===== src/rtl/rtc_cal_pkg.sv =====
package rtc_cal_pkg;

    // Register byte addresses
    localparam logic [7:0] A_SEC   = 8'h00;
    localparam logic [7:0] A_WDAY  = 8'h18;
    localparam logic [7:0] A_ALM0  = 8'h20;
    localparam logic [7:0] A_CTRL  = 8'h40;
    localparam logic [7:0] A_STAT  = 8'h44;
    localparam logic [7:0] A_IEN   = 8'h48;
    localparam logic [7:0] A_OSC   = 8'h54;
    localparam logic [7:0] A_KEYA  = 8'h6C;
    localparam logic [7:0] A_KEYB  = 8'h70;
    localparam logic [7:0] A_WAKE  = 8'h7C;

    localparam logic [31:0] KEY_A = 32'h83E7_0B13;
    localparam logic [31:0] KEY_B = 32'h95A4_F1E0;

    localparam int unsigned NFIELD = 6;

    // Readback masks
    localparam logic [7:0] CTRL_MASK = 8'h8D;
    localparam logic [7:0] OSC_MASK  = 8'h40;
    localparam logic [7:0] IEN_MASK  = 8'h0C;
    localparam logic [7:0] WAKE_MASK = 8'h02;

    typedef struct packed {
        logic [7:0] yr;
        logic [7:0] mon;
        logic [7:0] day;
        logic [7:0] hr;
        logic [7:0] min;
        logic [7:0] sec;
    } rtc_time_t;

    typedef logic [NFIELD-1:0][7:0] rtc_fields_t;

    localparam rtc_fields_t FIELD_RST = {8'h00, 8'h01, 8'h01, 8'h00, 8'h00, 8'h00};

    // Carries produced by one seconds update
    typedef struct packed {
        logic min;
        logic hr;
        logic day;
    } carry_t;

    // Sticky status flags (status byte bits 7..2)
    typedef struct packed {
        logic pwr;
        logic alm;
        logic ev_day;
        logic ev_hr;
        logic ev_min;
        logic ev_sec;
    } flags_t;

    typedef enum logic [1:0] {
        LK_SHUT,
        LK_ARMED,
        LK_OPEN
    } lock_e;

    function automatic logic [7:0] bcd_inc(input logic [7:0] v);
        if (v[3:0] >= 4'd9) return {v[7:4] + 4'd1, 4'd0};
        return v + 8'd1;
    endfunction

    function automatic logic [7:0] bcd_to_bin(input logic [7:0] v);
        return ({4'd0, v[7:4]} * 8'd10) + {4'd0, v[3:0]};
    endfunction

    function automatic logic leap_year(input logic [7:0] yr);
        logic [7:0] b;
        b = bcd_to_bin(yr);
        return b[1:0] == 2'b00;
    endfunction

    function automatic logic [7:0] month_last(input logic [7:0] mon, input logic [7:0] yr);
        case (mon)
            8'h02:                      return leap_year(yr) ? 8'h29 : 8'h28;
            8'h04, 8'h06, 8'h09, 8'h11: return 8'h30;
            default:                    return 8'h31;
        endcase
    endfunction

endpackage


===== src/rtl/rtc_prescale.sv =====
module rtc_prescale #(
    parameter int unsigned TICKS_PER_SEC = 32768
) (
    input  logic clk,
    input  logic rst,
    input  logic tick_en,
    input  logic enable,
    output logic busy_o,
    output logic sec_adv_o
);
    localparam int unsigned CW = $clog2(TICKS_PER_SEC);
    localparam logic [CW-1:0] LAST = CW'(TICKS_PER_SEC - 1);

    logic [CW-1:0] cnt_q;
    logic          take;

    assign take      = tick_en && enable;
    assign sec_adv_o = take && (cnt_q == LAST);
    assign busy_o    = enable && (cnt_q == LAST);

    always_ff @(posedge clk) begin
        if (rst) cnt_q <= '0;
        else if (take) cnt_q <= (cnt_q == LAST) ? '0 : cnt_q + 1'b1;
    end

    p_adv_restarts_r4: assert property (@(posedge clk) disable iff (rst)
        sec_adv_o |=> (cnt_q == '0) && !busy_o);

    p_idle_hold_r3: assert property (@(posedge clk) disable iff (rst)
        !enable |=> $stable(cnt_q));

endmodule


===== src/rtl/rtc_calendar_core.sv =====
module rtc_calendar_core
    import rtc_cal_pkg::*;
(
    input  logic              clk,
    input  logic              rst,
    input  logic              sec_adv,
    input  logic [NFIELD:0]   fld_we,
    input  logic [7:0]        wbyte,
    output rtc_time_t         now_o,
    output logic [2:0]        wday_o,
    output carry_t            carry_o
);
    rtc_fields_t fld_q;
    rtc_time_t   now;
    rtc_time_t   nxt;
    rtc_fields_t nxt_f;
    logic [2:0]  wday_q;
    logic [2:0]  wday_n;
    carry_t      cy;

    assign now   = rtc_time_t'(fld_q);
    assign nxt_f = rtc_fields_t'(nxt);

    always_comb begin
        nxt    = now;
        wday_n = wday_q;
        cy     = '0;
        if (now.sec != 8'h59) begin
            nxt.sec = bcd_inc(now.sec);
        end else begin
            nxt.sec = 8'h00;
            cy.min  = 1'b1;
            if (now.min != 8'h59) begin
                nxt.min = bcd_inc(now.min);
            end else begin
                nxt.min = 8'h00;
                cy.hr   = 1'b1;
                if (now.hr != 8'h23) begin
                    nxt.hr = bcd_inc(now.hr);
                end else begin
                    nxt.hr = 8'h00;
                    cy.day = 1'b1;
                    wday_n = (wday_q >= 3'd6) ? 3'd0 : wday_q + 3'd1;
                    if (now.day != month_last(now.mon, now.yr)) begin
                        nxt.day = bcd_inc(now.day);
                    end else begin
                        nxt.day = 8'h01;
                        if (now.mon != 8'h12) begin
                            nxt.mon = bcd_inc(now.mon);
                        end else begin
                            nxt.mon = 8'h01;
                            nxt.yr  = (now.yr == 8'h99) ? 8'h00 : bcd_inc(now.yr);
                        end
                    end
                end
            end
        end
    end

    for (genvar i = 0; i < NFIELD; i++) begin : g_field
        always_ff @(posedge clk) begin
            if (rst)            fld_q[i] <= FIELD_RST[i];
            else if (fld_we[i]) fld_q[i] <= wbyte;
            else if (sec_adv)   fld_q[i] <= nxt_f[i];
        end
    end

    always_ff @(posedge clk) begin
        if (rst)                 wday_q <= 3'd0;
        else if (fld_we[NFIELD]) wday_q <= wbyte[2:0];
        else if (sec_adv)        wday_q <= wday_n;
    end

    assign now_o   = now;
    assign wday_o  = wday_q;
    assign carry_o = sec_adv ? cy : '0;

    p_sec_wrap_r5: assert property (@(posedge clk) disable iff (rst)
        sec_adv && (fld_we == '0) && (now.sec == 8'h59) |=> (now.sec == 8'h00));

    p_leap_feb_r6: assert property (@(posedge clk) disable iff (rst)
        sec_adv && (fld_we == '0) && (now[39:0] == 40'h02_28_23_59_59) && (now.yr == 8'h23)
        |=> (now.day == 8'h01) && (now.mon == 8'h03));

endmodule


===== src/rtl/rtc_alarm_match.sv =====
module rtc_alarm_match
    import rtc_cal_pkg::*;
(
    input  logic      clk,
    input  logic      rst,
    input  logic      sec_adv,
    input  rtc_time_t now,
    input  rtc_time_t alm,
    output logic      hit_o
);
    logic adv_d;

    always_ff @(posedge clk) begin
        if (rst) adv_d <= 1'b0;
        else     adv_d <= sec_adv;
    end

    // Compare only in the cycle after an update: fields are fresh, and
    // a stable equal value cannot re-raise the flag after it is cleared.
    assign hit_o = adv_d && (now == alm);

endmodule


===== src/rtl/rtc_calendar.sv =====
module rtc_calendar
    import rtc_cal_pkg::*;
#(
    parameter int unsigned TICKS_PER_SEC = 32768
) (
    input  logic        clk,
    input  logic        rst,
    input  logic        tick_en,
    input  logic [7:0]  bus_addr,
    input  logic        bus_wr,
    input  logic [31:0] bus_wdata,
    output logic [31:0] bus_rdata,
    output logic        irq_tick,
    output logic        irq_alarm,
    output logic        wake_alarm
);
    lock_e       lock_q;
    logic        wr_ok;
    logic [7:0]  ctrl_q, osc_q, ien_q, wake_q;
    flags_t      flg_q, flg_n;
    rtc_fields_t alm_q;
    logic [NFIELD:0] fld_we;
    logic        running, busy, sec_adv, hit;
    rtc_time_t   now;
    rtc_fields_t now_f;
    logic [2:0]  wday;
    carry_t      cy;
    logic [7:0]  stat_byte;

    assign wr_ok   = bus_wr && (lock_q == LK_OPEN);
    assign running = ctrl_q[0] && osc_q[6];
    assign now_f   = rtc_fields_t'(now);

    // Unlock sequence
    always_ff @(posedge clk) begin
        if (rst) begin
            lock_q <= LK_SHUT;
        end else if (bus_wr && bus_addr == A_KEYA) begin
            lock_q <= (bus_wdata == KEY_A) ? LK_ARMED : LK_SHUT;
        end else if (bus_wr && bus_addr == A_KEYB) begin
            if (lock_q == LK_ARMED) lock_q <= (bus_wdata == KEY_B) ? LK_OPEN : LK_SHUT;
        end
    end

    // Field write strobes
    always_comb begin
        for (int i = 0; i < NFIELD; i++)
            fld_we[i] = wr_ok && (bus_addr == 8'(4 * i));
        fld_we[NFIELD] = wr_ok && (bus_addr == A_WDAY);
    end

    // Control, enables and alarm fields
    always_ff @(posedge clk) begin
        if (rst) begin
            ctrl_q <= '0;
            osc_q  <= '0;
            ien_q  <= '0;
            wake_q <= '0;
            alm_q  <= '0;
        end else if (wr_ok) begin
            case (bus_addr)
                A_CTRL:  ctrl_q <= bus_wdata[7:0] & CTRL_MASK;
                A_OSC:   osc_q  <= bus_wdata[7:0] & OSC_MASK;
                A_IEN:   ien_q  <= bus_wdata[7:0] & IEN_MASK;
                A_WAKE:  wake_q <= bus_wdata[7:0] & WAKE_MASK;
                default: ;
            endcase
            for (int i = 0; i < NFIELD; i++)
                if (bus_addr == A_ALM0 + 8'(4 * i)) alm_q[i] <= bus_wdata[7:0];
        end
    end

    // Status flags: set wins over a same-cycle clear
    always_comb begin
        flg_n = flg_q;
        if (wr_ok && bus_addr == A_STAT) flg_n = flg_q & ~flags_t'(bus_wdata[7:2]);
        flg_n.ev_sec = flg_n.ev_sec | sec_adv;
        flg_n.ev_min = flg_n.ev_min | cy.min;
        flg_n.ev_hr  = flg_n.ev_hr  | cy.hr;
        flg_n.ev_day = flg_n.ev_day | cy.day;
        flg_n.alm    = flg_n.alm    | hit;
    end

    always_ff @(posedge clk) begin
        if (rst) flg_q <= '{pwr: 1'b1, default: 1'b0};
        else     flg_q <= flg_n;
    end

    assign stat_byte = {flg_q, ctrl_q[0], busy};

    rtc_prescale #(.TICKS_PER_SEC(TICKS_PER_SEC)) u_pre (
        .clk(clk), .rst(rst), .tick_en(tick_en), .enable(running),
        .busy_o(busy), .sec_adv_o(sec_adv)
    );

    rtc_calendar_core u_core (
        .clk(clk), .rst(rst), .sec_adv(sec_adv), .fld_we(fld_we),
        .wbyte(bus_wdata[7:0]), .now_o(now), .wday_o(wday), .carry_o(cy)
    );

    rtc_alarm_match u_alm (
        .clk(clk), .rst(rst), .sec_adv(sec_adv), .now(now),
        .alm(rtc_time_t'(alm_q)), .hit_o(hit)
    );

    // Read mux
    always_comb begin
        bus_rdata = '0;
        case (bus_addr)
            A_WDAY: bus_rdata[2:0] = wday;
            A_CTRL: bus_rdata[7:0] = ctrl_q;
            A_STAT: bus_rdata[7:0] = stat_byte;
            A_IEN:  bus_rdata[7:0] = ien_q;
            A_OSC:  bus_rdata[7:0] = osc_q;
            A_WAKE: bus_rdata[7:0] = wake_q;
            default: ;
        endcase
        for (int i = 0; i < NFIELD; i++) begin
            if (bus_addr == 8'(4 * i))          bus_rdata[7:0] = now_f[i];
            if (bus_addr == A_ALM0 + 8'(4 * i)) bus_rdata[7:0] = alm_q[i];
        end
    end

    assign irq_tick   = flg_q.ev_sec && ien_q[2];
    assign irq_alarm  = flg_q.alm && ien_q[3];
    assign wake_alarm = flg_q.alm && wake_q[1];

    p_locked_write_r2: assert property (@(posedge clk) disable iff (rst)
        bus_wr && (lock_q != LK_OPEN) && (bus_addr == A_CTRL) |=> $stable(ctrl_q));

    p_alarm_after_adv_r9: assert property (@(posedge clk) disable iff (rst)
        $rose(flg_q.alm) |-> $past(sec_adv, 2));

    p_pwr_w1c_r8: assert property (@(posedge clk) disable iff (rst)
        wr_ok && (bus_addr == A_STAT) && bus_wdata[7] |=> !flg_q.pwr);

    p_irq_off_r10: assert property (@(posedge clk) disable iff (rst)
        wr_ok && (bus_addr == A_IEN) && (bus_wdata[7:0] == 8'h00) |=> !irq_tick && !irq_alarm);

endmodule


===== config.mk =====
export PLATFORM = sky130hd
export DESIGN_NAME = rtc_calendar
export DESIGN_NICKNAME = d
export VERILOG_FILES = /design/src/rtl/rtc_cal_pkg.sv /design/src/rtl/rtc_prescale.sv /design/src/rtl/rtc_calendar_core.sv /design/src/rtl/rtc_alarm_match.sv /design/src/rtl/rtc_calendar.sv
export SDC_FILE = /design/constraint.sdc
export NUM_CORES = 1
export LEC_CHECK = 0
export CAP_MARGIN = 20
export CORE_UTILIZATION = 60
export DETAILED_ROUTE_END_ITERATION = 7
export PLACE_DENSITY = 0.83
export SLEW_MARGIN = 20
export SYNTH_ARGS = -nofsm -noshare
export SYNTH_HDL_FRONTEND = slang
export SYNTH_SLANG_ARGS = --single-unit

===== constraint.sdc =====
create_clock -name clk -period 3.9 [get_ports clk]
set_input_delay 0.39 -clock clk [delete_from_list [all_inputs] [get_ports clk]]
set_output_delay 0.39 -clock clk [all_outputs]
set_load 0.05 [all_outputs]

==> impl_metrics.yaml <==
outcome:
  status: "finished clean"
clock_network:
  cts_tree: "built"
  cts_root_buffer: "clkbuf_16"
  clk_latency_ps: 430
  cts_setup_buffers: 0
  cts_hold_buf: 0
  cts_buffer_depth: 2
  numCtsBuffers: 17
  cts_sinks: 131
  clkTransAtPathRegs_ps: 60
  cts_max_level: 4
  cts_resized: 0
timing:
  tns_ps: 0
  whs_ps: 463.5
  tightest_slew_ps: 943.9
  rsz0062_at_grt: "no"
  clock.fmax_mhz: 271.9
  hold_viol: 0
  slew_headroom_pct: 36.59
  period_minus_slack_ps: 3677
  maxSlewViolCount: 0
  fin_skew_ps: 8.592
  setup_viol: 0
  post-route-period-util_pct: 94.29
placement:
  io_buffers: 54
  dp_hpwl_mm: 21.43
  routabilityCongestion: 1.030
  dpl_cell_area_um2: 9335
critical_path:
  cp-end-kind: "primary output"
  path_cells: "clkdlybuf4s50_1 -> nor3_1 -> and2_1 -> a22oi_1 -> o22ai_1 -> a21oi_1 -> nor2_1 -> o221ai_1 -> nand3_1 -> buf_4"
  r2r_end: "u_core.now_o[46]"
  worst_r2r_path_depth: 10
  worstPathArrival_ps: 3290
  cp_max_fo: 16
  required_ps: 3510
  rrSetupSlack_ps: 790
  startpoint_type: "primary input"
  critPathSlowestCell: "nor3_1"
  r2r_start: "u_core.now_o[32]"
  worst-setup-path-type: "primary input to primary output"
  max_stage_delay_ps: 580
global_route:
  track_usage_pct: 41.87
  grt_pass1_vias: 8301
  grt_max_degree: 84
  grt_first_pass_wirelength_mm: 46.36
  antenna_found_initial: 0
  grt-ovfl-total: 0
synth:
  synth_edf_count: 0
  synth_top_area_share_pct: 30.39
  synthFlopType: "dfxtp_1"
  yosysWarnings: 0
  synthTopCellsByArea: "dfxtp_1, nand2_1, a21oi_1"
  synthArstFlopShare_pct: 0
  seq_area_frac_synth_pct: 30.39
  post-synth-top-area-cell: "dfxtp_1"
  syn_inst: 1158
  synthDistinctLibCells: 77
  mappedNetlistArea_um2: 8630
  synth.avg_cell_area_um2: 7.452
  ys_seq_elements: 131
detailed_routing:
  drc_errors: 0
  wl_mm: 30.44
  wl_per_cell_um: 21.98
  drt-initial-drc-count: 1168
  drtPass1Iterations: 8
  dr_total_vias: 9193
  drt-vias-per-instance: 6.638
  ant_nets: 0
pwr:
  peakVddDrop_mv: 0.3230
  p_leak_nw: 3.650
  power_per_cell_area_nw_per_um2: 328.6
floorplanning:
  ios: 79
  die_y_um: 121.9
  rows: 43
  dieArea_um2: 14870
  start_util_pct: 61.93
  core_area_um2: 13930
  fp.dieW_um: 121.9
final_layout:
  fin_area_um2: 9955
  drive_above_1_share_pct: 7.386
  nets: 1270
  syn_to_final_growth_pct: 15.35
  fillCellCount: 1167
  diodes: 0
min_path:
  hold_path_class: "register to register"
  hold_end: "flg_q[2]"
  hp-start: "flg_q[2]"
  min_delay_path_depth: 2
job:
  cap_violations: 0
## stage by stage
step | power, mW | util (%) | std cells | setup slack [ps]
floorplan | 1.518 | - | 1181 | 426.3
global placement | 1.599 | 66.99 | 1353 | 376.4
detailed placement | 1.598 | 66.99 | 1353 | 341.4
CTS | 3.266 | 71.44 | 1385 | 326.7
global route | 3.341 | 71.44 | 1385 | 69.02
finish | 3.271 | 71.44 | 1385 | 222.7
## worst max-delay path by stage
stage                      from            to  cells after the start
finish              bus_addr[3]  bus_rdata[3]                     10
CTS                 bus_addr[3]  bus_rdata[3]                     10
floorplan           bus_addr[7]  bus_rdata[2]                      9
global placement    bus_addr[3]  bus_rdata[3]                     10
global route        bus_addr[3]  bus_rdata[6]                      9
detailed placement  bus_addr[3]  bus_rdata[3]                     10
## power breakdown
group	internal (mW)	total (mW)	leakage (nW)	switching, mW
registers	1.34	1.34	1.05	0.0000000000000119
logic	0.0707	0.237	2.30	0.166
clock network	1.06	1.70	0.298	0.634
total	2.47	3.27	3.65	0.800
## worst max-delay path, delay by kind of cell
family / cells / cell delay [ps]
AO/OA/AOI/OAI: 4 / 700
buffers and inverters: 2 / 770
AND/OR/NAND/NOR: 4 / 1410
## synth_stat cells (4+ instances only)
master / instances
nand2_1: 177
dfxtp_1: 131
nor2_1: 127
a21oi_1: 106
clkbuf_1: 61
nand3_1: 50
o21ai_0: 44
xor2_1: 43
ha_1: 34
nand4_1: 29
nor3_1: 27
inv_1: 26
buf_4: 24
a211oi_1: 21
nor4_1: 21
xnor2_1: 19
mux2i_1: 18
and3_1: 15
a22oi_1: 13
a31oi_1: 13
a311oi_1: 11
and2_1: 7
nand2b_1: 7
nand3b_1: 7
nand4b_1: 7
o221ai_1: 7
o22ai_1: 7
nor4b_1: 6
o211ai_1: 6
nor3b_1: 5
or3_1: 5
a21boi_1: 4
a221o_1: 4
a222oi_1: 4
and4_1: 4
buf_1: 4
## layer usage
| layer | GRT usage, % | wire length, um | up-vias |
|---|---|---|---|
| met4 | 14.89 | 866 | 0 |
| met5 | 0 | 0 | - |
| met2 | 64.09 | 13400 | 568 |
| met1 | 57.01 | 12740 | 4346 |
| met3 | 10.07 | 3427 | 101 |
| li1 | - | - | 4178 |
## kinds of logic (layout without fill, tap and decap cells)
group	Yosys count	after routing	synth area share (%)
other	1	24	0.04346
buffers and inverters	120	144	6.394
AOI/OAI and AO/OA	275	275	20.26
and+or+nand+nor	515	515	29.35
xor gates and xnor gates	62	62	6.293
adders and majority gates	34	34	4.930
DFF	131	131	30.39
muxes	20	20	2.349
## cells in the final DEF, fill, tap and decap left out, drive strengths merged, types with 11 or more instances in the layout
master and count:
and3 15, a311oi 11, buf 40, dfxtp 131, clkbuf 22, a21oi 107
a22oi 13, conb 24, xnor2 19, inv 30, clkdlybuf4s50 45, mux2i 18
nand4 29, a31oi 13, a211oi 21, nor4 24, o21ai 44, ha 34
nand2 177, nor2 129, nor3 28, nand3 50, xor2 43
## sequential cells by signal, summed over array words and instances (netlist names)
register / flops
ien_q: 2
u_core.now_o: 48
osc_q: 1
u_core.wday_o: 3
lock_q: 2
u_pre.cnt_q: 15
alm_q: 48
ctrl_q: 4
flg_q: 6
wake_q: 1
u_alm.adv_d: 1
## layout make-up
type	instances	area, um^2	area share [%]
Inverter	27	101.3	1.018
Multi-Input combinational cell	930	5548	55.73
Timing Repair Buffer	85	838.3	8.421
Tap cell	180	225.2	2.262
Sequential cell	131	2623	26.34
Clock buffer	22	474.2	4.764
Clock inverter	10	145.1	1.458
(Power assumes the default switching activity.)
